### config.mk
export PLATFORM = sky130hd
export DESIGN_NAME = busXferSeq
export DESIGN_NICKNAME = d
export VERILOG_FILES = /design/src/rtl/busXferSeqPkg.sv /design/src/rtl/busXferSync.sv /design/src/rtl/busXferDatapath.sv /design/src/rtl/busXferCtrl.sv /design/src/rtl/busXferSeq.sv
export SDC_FILE = /design/constraint.sdc
export NUM_CORES = 1
export LEC_CHECK = 0
export BUFFER_PORTS_ARGS = -buffer_cell sky130_fd_sc_hd__buf_4
export CAP_MARGIN = 25
export CORE_MARGIN = 3
export CORE_UTILIZATION = 55
export CTS_CLUSTER_DIAMETER = 40
export CTS_CLUSTER_SIZE = 12
export DETAILED_ROUTE_END_ITERATION = 16
export GPL_TIMING_DRIVEN = 0
export PLACE_DENSITY_LB_ADDON = 0.2
export REMOVE_ABC_BUFFERS = 1
export SETUP_SLACK_MARGIN = 0.1
export SYNTH_ARGS = -nofsm -noshare
export SYNTH_HDL_FRONTEND = slang
export SYNTH_SLANG_ARGS = --single-unit
### constraint.sdc
create_clock -name clk -period 2.3 [get_ports clk]
set_clock_uncertainty 0.15 [all_clocks]
set_input_delay 0.46 -clock clk [delete_from_list [all_inputs] [get_ports clk]]
set_output_delay 0.46 -clock clk [all_outputs]
set_load 0.01 [all_outputs]
### src/rtl/busXferSeqPkg.sv
package busXferSeqPkg;

  typedef enum logic [2:0] {
    ST_IDLE,
    ST_WAIT,
    ST_ONLINE,
    ST_HOLD,
    ST_ABT_D,
    ST_ABT_I_WAIT,
    ST_ABT_I_ON,
    ST_CLR
  } seqStateT;

  // strobes from control to datapath
  typedef struct packed {
    logic loadDirect;
    logic loadInt;
    logic armTimer;
    logic disarmTimer;
    logic bumpAck;
    logic clearAll;
  } ctrlStrobeT;

  // conditions from datapath to control
  typedef struct packed {
    logic grantRise;
    logic strobeRise;
    logic ackRise;
    logic ackFall;
    logic quitRise;
    logic quitAckLvl;
    logic quitAckFall;
    logic timeoutHit;
    logic ackLast;
    logic pending;
    logic isInt;
  } dpStatusT;

endpackage

### src/rtl/busXferSync.sv
module busXferSync #(
  parameter int STAGES = 2
) (
  input  logic clk,
  input  logic rstN,
  input  logic din,
  output logic dout
);
  logic [STAGES-1:0] chain;

  always_ff @(posedge clk or negedge rstN) begin
    if (!rstN) chain <= '0;
    else       chain <= {chain[STAGES-2:0], din};
  end

  assign dout = chain[STAGES-1];
endmodule

### src/rtl/busXferDatapath.sv
module busXferDatapath
  import busXferSeqPkg::*;
#(
  parameter int TIMEOUT_CYCLES = 100,
  parameter int ACKS_TO_END    = 2,
  parameter int SYNC_STAGES    = 2
) (
  input  logic       clk,
  input  logic       rstN,
  input  logic [4:0] busIn,   // {quitAck, quit, ack, strobe, grant}
  input  ctrlStrobeT strb,
  output dpStatusT   stat
);
  localparam int NUM_IN = 5;
  localparam int CNT_W  = $clog2(TIMEOUT_CYCLES + 1);
  localparam int ACK_W  = $clog2(ACKS_TO_END + 1);
  localparam logic [CNT_W-1:0] CNT_LAST = CNT_W'(TIMEOUT_CYCLES - 1);
  localparam logic [ACK_W-1:0] ACK_LAST = ACK_W'(ACKS_TO_END - 1);

  logic [NUM_IN-1:0] syncVal, prevVal, riseVec, fallVec;
  logic [CNT_W-1:0]  timerCnt;
  logic              timerArmed;
  logic [ACK_W-1:0]  ackCnt;
  logic              pendFlag, intFlag;

  for (genvar i = 0; i < NUM_IN; i++) begin : gSync
    busXferSync #(.STAGES(SYNC_STAGES)) uSync (
      .clk (clk),
      .rstN(rstN),
      .din (busIn[i]),
      .dout(syncVal[i])
    );
  end

  always_ff @(posedge clk or negedge rstN) begin
    if (!rstN) prevVal <= '0;
    else       prevVal <= syncVal;
  end

  assign riseVec = syncVal & ~prevVal;
  assign fallVec = ~syncVal & prevVal;

  // timeout counter
  always_ff @(posedge clk or negedge rstN) begin
    if (!rstN) begin
      timerArmed <= 1'b0;
      timerCnt   <= '0;
    end else if (strb.clearAll || strb.disarmTimer) begin
      timerArmed <= 1'b0;
      timerCnt   <= '0;
    end else if (strb.armTimer) begin
      timerArmed <= 1'b1;
      timerCnt   <= '0;
    end else if (timerArmed && timerCnt != CNT_LAST) begin
      timerCnt <= timerCnt + 1'b1;
    end
  end

  // acknowledge counter and transfer flags
  always_ff @(posedge clk or negedge rstN) begin
    if (!rstN) begin
      ackCnt   <= '0;
      pendFlag <= 1'b0;
      intFlag  <= 1'b0;
    end else if (strb.clearAll) begin
      ackCnt   <= '0;
      pendFlag <= 1'b0;
      intFlag  <= 1'b0;
    end else begin
      if (strb.bumpAck) ackCnt <= ackCnt + 1'b1;
      if (strb.loadDirect || strb.loadInt) begin
        pendFlag <= 1'b1;
        intFlag  <= strb.loadInt;
      end
    end
  end

  assign stat.grantRise   = riseVec[0];
  assign stat.strobeRise  = riseVec[1];
  assign stat.ackRise     = riseVec[2];
  assign stat.ackFall     = fallVec[2];
  assign stat.quitRise    = riseVec[3];
  assign stat.quitAckLvl  = syncVal[4];
  assign stat.quitAckFall = fallVec[4];
  assign stat.timeoutHit  = timerArmed && (timerCnt == CNT_LAST);
  assign stat.ackLast     = (ackCnt == ACK_LAST);
  assign stat.pending     = pendFlag;
  assign stat.isInt       = intFlag;

  AST_TIMER_RANGE: assert property (@(posedge clk) disable iff (!rstN)
    timerCnt <= CNT_LAST) else $error("timer out of range");
  AST_HIT_ONCE: assert property (@(posedge clk) disable iff (!rstN)
    stat.timeoutHit |=> !stat.timeoutHit) else $error("timeout repeated");
  AST_TIMER_STOPS: assert property (@(posedge clk) disable iff (!rstN)
    strb.disarmTimer |=> !stat.timeoutHit) else $error("timer kept running");
endmodule

### src/rtl/busXferCtrl.sv
module busXferCtrl
  import busXferSeqPkg::*;
(
  input  logic       clk,
  input  logic       rstN,
  input  logic       directReq,
  input  logic       intReq,
  input  dpStatusT   stat,
  output ctrlStrobeT strb,
  output logic       onlineQ,
  output logic       abortQ,
  output logic       endQ
);
  seqStateT state, nextState;
  logic     abortEvt, inXfer;

  assign inXfer   = (state == ST_WAIT) || (state == ST_ONLINE);
  assign abortEvt = inXfer && stat.pending && (stat.quitRise || stat.timeoutHit);

  always_comb begin
    nextState = state;
    strb      = '0;
    if (inXfer) begin
      if (abortEvt)
        strb.disarmTimer = 1'b1;
      else if (state == ST_ONLINE && stat.ackRise)
        strb.disarmTimer = 1'b1;
      else if (stat.strobeRise)
        strb.armTimer = 1'b1;
    end
    unique case (state)
      ST_IDLE: begin
        if (directReq) begin
          strb.loadDirect = 1'b1;
          nextState       = ST_WAIT;
        end else if (intReq) begin
          strb.loadInt = 1'b1;
          nextState    = ST_WAIT;
        end
      end
      ST_WAIT: begin
        if (abortEvt)            nextState = stat.isInt ? ST_ABT_I_WAIT : ST_ABT_D;
        else if (stat.grantRise) nextState = ST_ONLINE;
      end
      ST_ONLINE: begin
        if (abortEvt) nextState = stat.isInt ? ST_ABT_I_WAIT : ST_ABT_D;
        else if (stat.ackRise) begin
          if (stat.ackLast) nextState    = ST_HOLD;
          else              strb.bumpAck = 1'b1;
        end
      end
      ST_HOLD: begin
        if (stat.ackFall) begin
          strb.clearAll = 1'b1;
          nextState     = ST_IDLE;
        end
      end
      ST_ABT_D:      nextState = ST_CLR;
      ST_ABT_I_WAIT: if (stat.quitAckLvl) nextState = ST_ABT_I_ON;
      ST_ABT_I_ON:   if (stat.quitAckFall) nextState = ST_CLR;
      ST_CLR: begin
        strb.clearAll = 1'b1;
        nextState     = ST_IDLE;
      end
      default: nextState = ST_IDLE;
    endcase
  end

  always_ff @(posedge clk or negedge rstN) begin
    if (!rstN) begin
      state   <= ST_IDLE;
      onlineQ <= 1'b0;
      abortQ  <= 1'b0;
      endQ    <= 1'b0;
    end else begin
      state   <= nextState;
      onlineQ <= (nextState == ST_ONLINE) || (nextState == ST_HOLD);
      abortQ  <= (nextState == ST_ABT_D) || (nextState == ST_ABT_I_ON) ||
                 (nextState == ST_CLR && !stat.isInt);
      endQ    <= (state == ST_ONLINE) && !abortEvt && stat.ackRise && stat.ackLast;
    end
  end

  AST_IDLE_QUIET: assert property (@(posedge clk) disable iff (!rstN)
    (state == ST_IDLE) |-> (!onlineQ && !abortQ)) else $error("idle not quiet");
  AST_END_SINGLE: assert property (@(posedge clk) disable iff (!rstN)
    endQ |=> !endQ) else $error("end pulse too long");
  AST_HOLD_ONLINE: assert property (@(posedge clk) disable iff (!rstN)
    (state == ST_HOLD) |-> onlineQ) else $error("online lost in hold");
  AST_ONLINE_ABORT_EXCL: assert property (@(posedge clk) disable iff (!rstN)
    !(onlineQ && abortQ)) else $error("online with abort");
  AST_DIRECT_ABORT_MIN: assert property (@(posedge clk) disable iff (!rstN)
    (abortQ && state == ST_ABT_D) |=> abortQ) else $error("direct abort short");
  AST_INT_ABORT_GATED: assert property (@(posedge clk) disable iff (!rstN)
    (state == ST_ABT_I_WAIT) |-> !abortQ) else $error("abort before quitAck");
  AST_REQ_BLOCKED: assert property (@(posedge clk) disable iff (!rstN)
    (state == ST_CLR) |=> !stat.pending) else $error("pending not cleared");
endmodule

### src/rtl/busXferSeq.sv
module busXferSeq
  import busXferSeqPkg::*;
#(
  parameter int TIMEOUT_CYCLES = 100,
  parameter int ACKS_TO_END    = 2,
  parameter int SYNC_STAGES    = 2
) (
  input  logic clk,
  input  logic rstN,
  input  logic directReq,
  input  logic intReq,
  input  logic grant,
  input  logic strobe,
  input  logic ack,
  input  logic quit,
  input  logic quitAck,
  output logic online,
  output logic onlineN,
  output logic endPulse,
  output logic abort
);
  ctrlStrobeT strb;
  dpStatusT   stat;
  logic       onlineQ;

  busXferDatapath #(
    .TIMEOUT_CYCLES(TIMEOUT_CYCLES),
    .ACKS_TO_END   (ACKS_TO_END),
    .SYNC_STAGES   (SYNC_STAGES)
  ) uDp (
    .clk  (clk),
    .rstN (rstN),
    .busIn({quitAck, quit, ack, strobe, grant}),
    .strb (strb),
    .stat (stat)
  );

  busXferCtrl uCtrl (
    .clk      (clk),
    .rstN     (rstN),
    .directReq(directReq),
    .intReq   (intReq),
    .stat     (stat),
    .strb     (strb),
    .onlineQ  (onlineQ),
    .abortQ   (abort),
    .endQ     (endPulse)
  );

  assign online  = onlineQ;
  assign onlineN = ~onlineQ;
endmodule

==> impl_metrics.csv <==
group,metric,value,unit
floorplanning,initial_core_util,59.9,%
pwr,power_frac_seq,45.1,%
pwr,leakage,0.749,nW
drt,dr_total_vias,962,
setup_path,startpoint_type,"register",
clock_tree,root_buffer,"clkbuf_4",
pwr,pwr-share-clk,23.7,%
logic_synthesis,syn_avg_cell_area,11.4,um^2
layout,n_fill_cell,178,
setup_path,cp_max_fo,6,
pwr,total_power,1.80,mW
drt,postRouteWirelength,2310,um
run,cap_violations,0,
logic_synthesis,yosys_register_bits,33,
sta,fin_crit,2.09,ns
drt,drc_errors,0,
logic_synthesis,yosysWarnings,0,
clock_tree,worstSkewPairLatency,0.33,ns
global_route,grt_overflow,0,
setup_path,critPathSlowestCell,"dfrtp_1",
logic_synthesis,synth_largest_area_cell,"dfrtp_1",
sta,timing.hold.ws,0.0758,ns
clock_tree,clkTransAtPathRegs,0.10,ns
placement,placed_cell_area,0.00147,mm^2
drt,ant_nets,0,
floorplanning,core_region_area,0.00228,mm^2
layout,stdcell_area,0.00158,mm^2
layout,diodes,0,
layout,drive_above_1_share,19.3,%
floorplanning,rows,17,
global_route,grt_pass1_wl,4350,um
sta,maxSlewHeadroom,68.6,%
sta,hold_viol,0,
setup_path,end_kind,"register",
placement,dpl.hpwl,1620,um
setup_path,arrival,2.20,ns
global_route,grt_max_degree,34,
sta,worstMarginPinSlew,0.468,ns
clock_tree,clk_path_buf_depth,2,
setup_path,crit_path_cell_trace,"ha_1, and4bb_1, a32o_2, and3_4, a221o_1, o22ai_2",
setup_path,slowest_delay,0.41,ns
pwr,power.switching,622,uW
logic_synthesis,ys_seq_area_share,60.6,%
floorplanning,ios,13,
logic_synthesis,synth_area_leaders,"dfrtp_1 61%, inv_1 3.3%, nor2_1 3.0%, xor2_1 2.6%, a21oi_1 2.2%",
clock_tree,cts_tree,"done",
sta,rsz0062_at_grt,"no",
sta,setup_violations,0,
global_route,antenna_found_initial,0,
drt,drtPass1Iterations,7,
logic_synthesis,async_flop_share,100,%
drt,drtIter0Drc,9,
pwr,p_sw_share,34.5,%
placement,numPortBuffers,12,
pwr,internal-power,1.18,mW
sta,fin_tns_setup,0,ns
floorplanning,dieArea,0.00311,mm^2
global_route,grt_pass1_vias,983,
floorplanning,die_h,55.8,um
sta,fmax,0.478,GHz
logic_synthesis,synth_top_area_share,60.6,%
setup_path,path_class,"reg -> reg",
layout,multi_input_comb_area,483,um^2
sta,report.final.slew_viol_count,0,
drt,vias_per_cell,5.73,
pwr,power.density,1140,mW/mm^2
global_route,gr-usage-all-layers,17.9,%
placement,gp_congestion,0.868,
clock_tree,cts_num_sinks,33,
logic_synthesis,synth_ff_type,"dfrtp_1",
layout,area_delta_synth_final,16.0,%
floorplanning,die_x,55.8,um
logic_synthesis,syn_area,0.00136,mm^2
logic_synthesis,synth_cells,120,
logic_synthesis,synth_cell_types,36,
hold_path,hold_path.class,"in -> reg",
clock_tree,cts_buffers,5,
pwr,p_comb_share,31.2,%
sta,fin_crit_sh,91.0,%
pwr,peakVddDrop,0.778,mV
clock_tree,cts.htree.levels,2,
drt,wl_per_cell,13.8,um
setup_path,required,2.41,ns
outcome,status,"finished clean",
logic_synthesis,synth_enable_flop_cells,0,
layout,nNetsFinal,150,
layout,ff_latch_area,826,um^2
-- cells in the mapped netlist (2+ instances only) --
library cell,n
xor2_1,4
and2b_1,2
inv_1,12
nand4_1,4
ha_1,2
nor3_1,2
o21ai_0,3
xnor2_1,3
nor2_1,11
nand3_1,6
a21oi_1,6
nand2_1,8
nor2b_1,2
dfrtp_1,33
-- cell families after synthesis --
group | synth area share (%)
AOI/OAI and AO/OA | 12.5
buffers and inverters | 4.41
adders and majority gates | 1.84
muxes | 0.735
DFF | 60.6
xor gates and xnor gates | 4.50
and+or+nand+nor | 15.4
-- worst max-delay path, delay by kind of cell, from the launching register on --
kind                       cells  cell delay [ns]
AOI/OAI and AO/OA              3             0.84
adders and majority gates      1             0.21
DFF                            1             0.41
and+or+nand+nor                2             0.42
-- timing repair --
| item | in CTS | in global routing |
|---|---|---|
| endpoints found under the setup margin | 0 | 3 |
| resized for setup | 0 | 1 |
| buffers inserted | 0 | 1 |
| hold endpoints to repair | 33 | 0 |
| hold buffers | 1 | 0 |
-- stage by stage --
stage / utilization, % / std cells / setup WS, ns
floorplan: - / 118 / 0.305
global placement: 64.7 / 158 / 0.235
detailed placement: 64.7 / 158 / 0.198
CTS: 68.8 / 167 / 0.171
global route: 69.4 / 168 / 0.114
finish: 69.4 / 168 / 0.208
-- worst paths after layout --
path	start	endpoint	slack [ns]	cells past startpoint
setup / recovery	uDp.timerCnt[1]	uCtrl.abortQ	0.21	6
hold / removal	strobe	uDp.gSync[1].uSync.chain[0]	0.08	1
setup reg to reg	uDp.timerCnt[1]	uCtrl.abortQ	0.21	6
hold reg to reg	uDp.gSync[1].uSync.chain[0]	uDp.gSync[1].uSync.chain[1]	0.21	0
max in group asynchronous	rstN	uDp.timerArmed	1.28	2
min in group asynchronous	rstN	uCtrl.state[0]	0.44	2
-- state kept, by name (all words and copies together) (netlist names) --
name,count
uDp.gSync.uSync.chain,10
uDp.timerCnt,7
uDp.prevVal,5
uCtrl.state,3
uDp.ackCnt,2
uCtrl.abortQ,1
uCtrl.endQ,1
uCtrl.onlineQ,1
uDp.intFlag,1
uDp.pendFlag,1
uDp.timerArmed,1
-- layout make-up --
type / instances / area share (%)
clock buffers: 5 / 2.38
clock inverters: 3 / 2.93
inverters: 12 / 2.85
multi-input cells: 73 / 30.6
flip-flops and latches: 33 / 52.3
well taps: 28 / 2.22
repair buffers: 14 / 6.81
-- cells in the final DEF (no fill, tap or decap), types with 2 or more instances in the layout --
| cell | Yosys | layout |
|---|---|---|
| xor2_1 | 4 | 4 |
| ha_1 | 2 | 2 |
| a21oi_1 | 6 | 6 |
| nor2b_1 | 2 | 2 |
| nand2_1 | 8 | 8 |
| nand3_1 | 6 | 6 |
| and2b_1 | 2 | 2 |
| xnor2_1 | 3 | 3 |
| buf_4 | 0 | 13 |
| nor3_1 | 2 | 2 |
| clkbuf_4 | 0 | 5 |
| nor2_1 | 11 | 11 |
| inv_1 | 12 | 12 |
| o21ai_0 | 3 | 3 |
| dfrtp_1 | 33 | 33 |
| nand4_1 | 4 | 4 |
-- routing by layer --
| metal | vias to the layer above | wire length, um | track usage [%] |
|---|---|---|---|
| met5 | - | 0 | 0 |
| met4 | 0 | 38 | 6.94 |
| met3 | 6 | 145 | 8.12 |
| met2 | 29 | 1020 | 27.5 |
| met1 | 466 | 1100 | 22.1 |
| li1 | 461 | - | - |
-- power groups by stage --
stage,clock network [mW],logic [mW],registers (mW)
CTS,0.438,0.526,0.815
finish,0.426,0.562,0.813
global route,0.477,0.635,0.837
floorplan,0,0.379,0.796
global placement,0,0.493,0.816
detailed placement,0,0.521,0.828
No activity file was read; power rests on OpenSTA's default activity.
